<file path="src/rtl/xcvr_pkg.sv">
package xcvr_pkg;

    // Origin of the value a bus resolves to in the current cycle.
    typedef enum logic [2:0] {
        SRC_HOLD,        // nobody drives: keeper value
        SRC_EXT,         // external agent
        SRC_STORED,      // block drives from its own register
        SRC_FAR_EXT,     // block drives live, far bus from its agent
        SRC_FAR_HOLD,    // block drives live, far bus floating
        SRC_FAR_STORED,  // block drives live, far bus from far register
        SRC_LOOP         // both directions live: feedback holds the value
    } src_e;

    // Control view of one bus side.
    typedef struct packed {
        logic ext_en;    // external agent active
        logic drv;       // block output enabled onto this bus
        logic sel;       // 1: stored register, 0: live far bus
    } ctl_t;

    // Decide where a bus gets its value, given its own controls (nc) and the
    // controls of the opposite bus (fc). External drive wins a clash.
    function automatic src_e pick_source(ctl_t nc, ctl_t fc);
        src_e s;
        if (nc.ext_en)        s = SRC_EXT;
        else if (!nc.drv)     s = SRC_HOLD;
        else if (nc.sel)      s = SRC_STORED;
        else if (fc.ext_en)   s = SRC_FAR_EXT;
        else if (!fc.drv)     s = SRC_FAR_HOLD;
        else if (fc.sel)      s = SRC_FAR_STORED;
        else                  s = SRC_LOOP;
        return s;
    endfunction

endpackage

</file>
<file path="src/rtl/xcvr_store.sv">
module xcvr_store #(
    parameter int W = 8
) (
    input  logic         clk,
    input  logic         rst,
    input  logic         load,
    input  logic [W-1:0] d,
    output logic [W-1:0] q
);

    always_ff @(posedge clk) begin
        if (rst)       q <= '0;
        else if (load) q <= d;
    end

endmodule

</file>
<file path="src/rtl/xcvr_side.sv">
module xcvr_side
    import xcvr_pkg::*;
#(
    parameter int W = 8
) (
    input  ctl_t         nc,
    input  ctl_t         fc,
    input  logic [W-1:0] ext_data,
    input  logic [W-1:0] stored,
    input  logic [W-1:0] hold,
    input  logic [W-1:0] far_ext_data,
    input  logic [W-1:0] far_stored,
    input  logic [W-1:0] far_hold,
    output logic [W-1:0] bus_val,
    output logic         clash
);

    src_e src;

    always_comb begin
        src = pick_source(nc, fc);
        unique case (src)
            SRC_EXT:        bus_val = ext_data;
            SRC_STORED:     bus_val = stored;
            SRC_FAR_EXT:    bus_val = far_ext_data;
            SRC_FAR_HOLD:   bus_val = far_hold;
            SRC_FAR_STORED: bus_val = far_stored;
            default:        bus_val = hold;   // SRC_HOLD and SRC_LOOP
        endcase
    end

    assign clash = nc.ext_en & nc.drv;

endmodule

</file>
<file path="src/rtl/xcvr_regbus.sv">
module xcvr_regbus
    import xcvr_pkg::*;
#(
    parameter int W = 8
) (
    input  logic         clk,
    input  logic         rst,
    input  logic         cap_ab,
    input  logic         cap_ba,
    input  logic         oe_ab,
    input  logic         oe_ba_n,
    input  logic         sel_ab,
    input  logic         sel_ba,
    input  logic         a_ext_en,
    input  logic [W-1:0] a_ext_data,
    input  logic         b_ext_en,
    input  logic [W-1:0] b_ext_data,
    output logic [W-1:0] a_bus,
    output logic [W-1:0] b_bus,
    output logic         a_drv,
    output logic         b_drv,
    output logic         a_clash,
    output logic         b_clash
);

    ctl_t         ctl_a, ctl_b;
    logic [W-1:0] stored_ab, stored_ba;
    logic [W-1:0] hold_a, hold_b;

    assign ctl_a = '{ext_en: a_ext_en, drv: ~oe_ba_n, sel: sel_ba};
    assign ctl_b = '{ext_en: b_ext_en, drv: oe_ab,    sel: sel_ab};
    assign a_drv = ctl_a.drv;
    assign b_drv = ctl_b.drv;

    // Direction registers
    xcvr_store #(.W(W)) reg_ab_i (
        .clk(clk), .rst(rst), .load(cap_ab), .d(a_bus), .q(stored_ab)
    );
    xcvr_store #(.W(W)) reg_ba_i (
        .clk(clk), .rst(rst), .load(cap_ba), .d(b_bus), .q(stored_ba)
    );

    // Bus keepers: always track the resolved value
    xcvr_store #(.W(W)) keep_a_i (
        .clk(clk), .rst(rst), .load(1'b1), .d(a_bus), .q(hold_a)
    );
    xcvr_store #(.W(W)) keep_b_i (
        .clk(clk), .rst(rst), .load(1'b1), .d(b_bus), .q(hold_b)
    );

    // Bus resolution, one per side
    xcvr_side #(.W(W)) side_a_i (
        .nc(ctl_a), .fc(ctl_b),
        .ext_data(a_ext_data), .stored(stored_ba), .hold(hold_a),
        .far_ext_data(b_ext_data), .far_stored(stored_ab), .far_hold(hold_b),
        .bus_val(a_bus), .clash(a_clash)
    );
    xcvr_side #(.W(W)) side_b_i (
        .nc(ctl_b), .fc(ctl_a),
        .ext_data(b_ext_data), .stored(stored_ab), .hold(hold_b),
        .far_ext_data(a_ext_data), .far_stored(stored_ba), .far_hold(hold_a),
        .bus_val(b_bus), .clash(b_clash)
    );

endmodule

</file>
<file path="config.mk">
export PLATFORM = sky130hd
export DESIGN_NAME = xcvr_regbus
export DESIGN_NICKNAME = d
export VERILOG_FILES = /design/src/rtl/xcvr_pkg.sv /design/src/rtl/xcvr_store.sv /design/src/rtl/xcvr_side.sv /design/src/rtl/xcvr_regbus.sv
export SDC_FILE = /design/constraint.sdc
export NUM_CORES = 1
export LEC_CHECK = 0
export BUFFER_PORTS_ARGS = -buffer_cell sky130_fd_sc_hd__buf_2
export CAP_MARGIN = 15
export CORE_MARGIN = 3
export CORE_UTILIZATION = 51
export CTS_BUF_LIST = sky130_fd_sc_hd__clkbuf_4 sky130_fd_sc_hd__clkbuf_8
export CTS_CLUSTER_DIAMETER = 100
export DETAILED_ROUTE_END_ITERATION = 10
export PLACE_DENSITY = 0.75
export REMOVE_ABC_BUFFERS = 1
export SLEW_MARGIN = 20
export SYNTH_ARGS = -nofsm -noshare
export SYNTH_HDL_FRONTEND = slang
export SYNTH_SLANG_ARGS = --single-unit
</file>
<file path="constraint.sdc">
create_clock -name clk -period 4 [get_ports clk]
set_clock_uncertainty 0.1 [all_clocks]
set_input_delay 0.8 -clock clk [delete_from_list [all_inputs] [get_ports clk]]
set_output_delay 0.8 -clock clk [all_outputs]
set_load 0.01 [all_outputs]
</file>
==> metrics <==
CTS tree yes; slew margin rel. 52.3%; Crit. Startpoint a_ext_en; register area share after synthesis 27.3%; chip height 73.8 um; crit-path max FO 20; unrepaired setup endpoints after global routing no; critical path arrival 2800 ps; largest net degree at the start of global routing 33; WL per Instance 17.9 um; final wirelength 6.79 mm; CP Capture Point b_bus[3]; Clock Path Buffers 2; Remaining DRCs 0; # rows 24; Final period util 92.4%; ratio of cells with drive above 1 in the final layout 23.2%; Clk Latency, worst-skew pair 300 ps; area share of and/or/nand/nor cells after synthesis 42.6%; routed vias 2467; first-iteration detailed-routing DRC count 256; Max Cap Violations 0; TritonRoute pass-1 iters 5; static leakage 0.994 nW; Die W 73.8 um; Critical R2R Capture keep_b_i.q[3]; XOR/XNOR share of the synthesized area 0%; PD cells 312 mW/mm2; r2r setup slk 2510 ps; worst slew pin tran 710 ps; finished layout cell area 0.00266 mm2; most common cell after layout, fill and taps aside buf_2; Setup crit end kind output port; Root Driver clkbuf_8; Period minus WS final 3700 ps; Setup Buffers After CTS 0; Seq cells post-synth 32; Port Buf Inserts 45; Final setup viols 0; largest family of logic cells by synthesized area simple AND/OR/NAND/NOR gates; HP Class flop to flop; Syn Inst Count 295; HPWL after detailed placement 4.77 mm; Post-DP Area 0.00256 mm2; nets 353; final slew viol count 0; yosys warns 0; Worst Path Required 3100 ps; hold-fix buffers at CTS 0; Area Overhead vs Synth 13.3%; FMAX 0.271 GHz; final hold viol count 0; io pins 46; Synth Cell Area 0.00234 mm2; smallest hold slack 450 ps; Core Util, Final 60.6%; GPL Wtd Cong 0.884; worst r2r src reg_ab_i.q[3]; global-route wire length before repair 11.1 mm; Inserted Clock Buffers 5; outcome finished clean; GRT Total Usage 26.3%; worst hold stages 2; H-tree depth 2; Via density 6.49; vias in the first global route 2336; # fillers 405; initial antenna violation count 0; CORE AREA 0.00438 mm2; Clock Sinks 32; post-route ant nets 0; n_diodes 0; critical path class input pin to output port; adder-cell share of the synthesized area 0%; Worst-path clk slew 70 ps; Synth Area in Compound Gates 23.1%; R2R depth 4; Startpoint Class input pin; die area 0.00545 mm2; GRT overflow 0; most frequent cells in the layout buf_2, nor2_1, dfxtp_1; Unique masters post-synth 35; VDD IR max 0.000180 V; setup TNS 0 ps; post-synthesis mux area share 0%; Mean Syn Cell Area 7.95 um2; hold path start keep_a_i.q[1]; PostCTS Resize Cnt 0; Initial Util 53.5%
==> state kept, by name, summed over array words and instances, names as in the netlist <==
register / count
keep_a_i.q: 8
keep_b_i.q: 8
reg_ab_i.q: 8
reg_ba_i.q: 8
==> worst min-delay path by stage <==
stage,to
2_1_floorplan,keep_b_i.q[0]
4_1_cts,reg_ab_i.q[1]
6_report,reg_ab_i.q[1]
3_5_place_dp,reg_ab_i.q[1]
5_1_grt,reg_ab_i.q[5]
3_3_place_gp,reg_ab_i.q[1]
==> area by class of cell <==
type	instances	area [um2]	share of cell area, %
clock buffer	8	97.6	3.67
inverter	9	33.8	1.27
multi-input combinational	227	1540	58.0
sequential	32	641	24.1
tap	52	65.1	2.45
timing repair buffer	52	278	10.5
==> cell usage after synthesis (all sizes together) <==
cell type / count / area [um2]
and2: 1 / 6.26
or4b: 1 / 13.8
nand4bb: 1 / 11.3
nor4: 8 / 50.1
nor2: 41 / 154
o41ai: 1 / 8.76
o21ba: 1 / 10.0
nand3b: 2 / 15.0
or4bb: 8 / 90.1
nor3b: 1 / 18.8
a22o: 7 / 61.3
nand2b: 17 / 106
or3b: 1 / 8.76
nor3: 25 / 135
nor4b: 2 / 17.5
and3: 8 / 50.1
or2: 1 / 6.26
buf: 5 / 46.3
nand2: 25 / 93.8
a2111oi: 8 / 82.6
o221ai: 16 / 184
nor2b: 2 / 12.5
o211ai: 8 / 60.1
nand4b: 24 / 210
o31ai: 9 / 67.6
inv: 9 / 33.8
clkbuf: 22 / 82.6
o21bai: 1 / 7.51
dfxtp: 32 / 641
a211oi: 8 / 60.1
==> power breakdown <==
group	internal (mW)	switching (mW)	total, mW
sequential	0.340	0.0186	0.359
clock	0.154	0.126	0.279
combinational	0.0776	0.114	0.192
total	0.571	0.258	0.830
==> kinds of logic after synthesis <==
| logic type | Yosys count |
|---|---|
| flip-flops | 32 |
| buffers and inverters | 36 |
| AND/OR/NAND/NOR | 168 |
| AO/OA/AOI/OAI | 59 |
==> per-stage QoR <==
stage	total power, mW	std cells	worst slack (ps)
floorplan	0.465	268	829
global placement	0.552	372	321
detailed placement	0.554	372	322
CTS	0.829	380	301
global route	0.864	380	153
finish	0.830	380	305
==> layer usage <==
| layer | track usage [%] | share of wire, % |
|---|---|---|
| met1 | 34.9 | 43 |
| met4 | 14.5 | 4.8 |
| met5 | 0 | 0 |
| met2 | 39.7 | 46 |
| met3 | 5.06 | 7.0 |
==> worst max-delay path, stage by stage <==
cell and delay (ps):
buf_2 210, or4b_4 650, nor3b_4 580, a2111oi_0 280
nor2_1 140, buf_2 130
(Power assumes the default switching activity.)
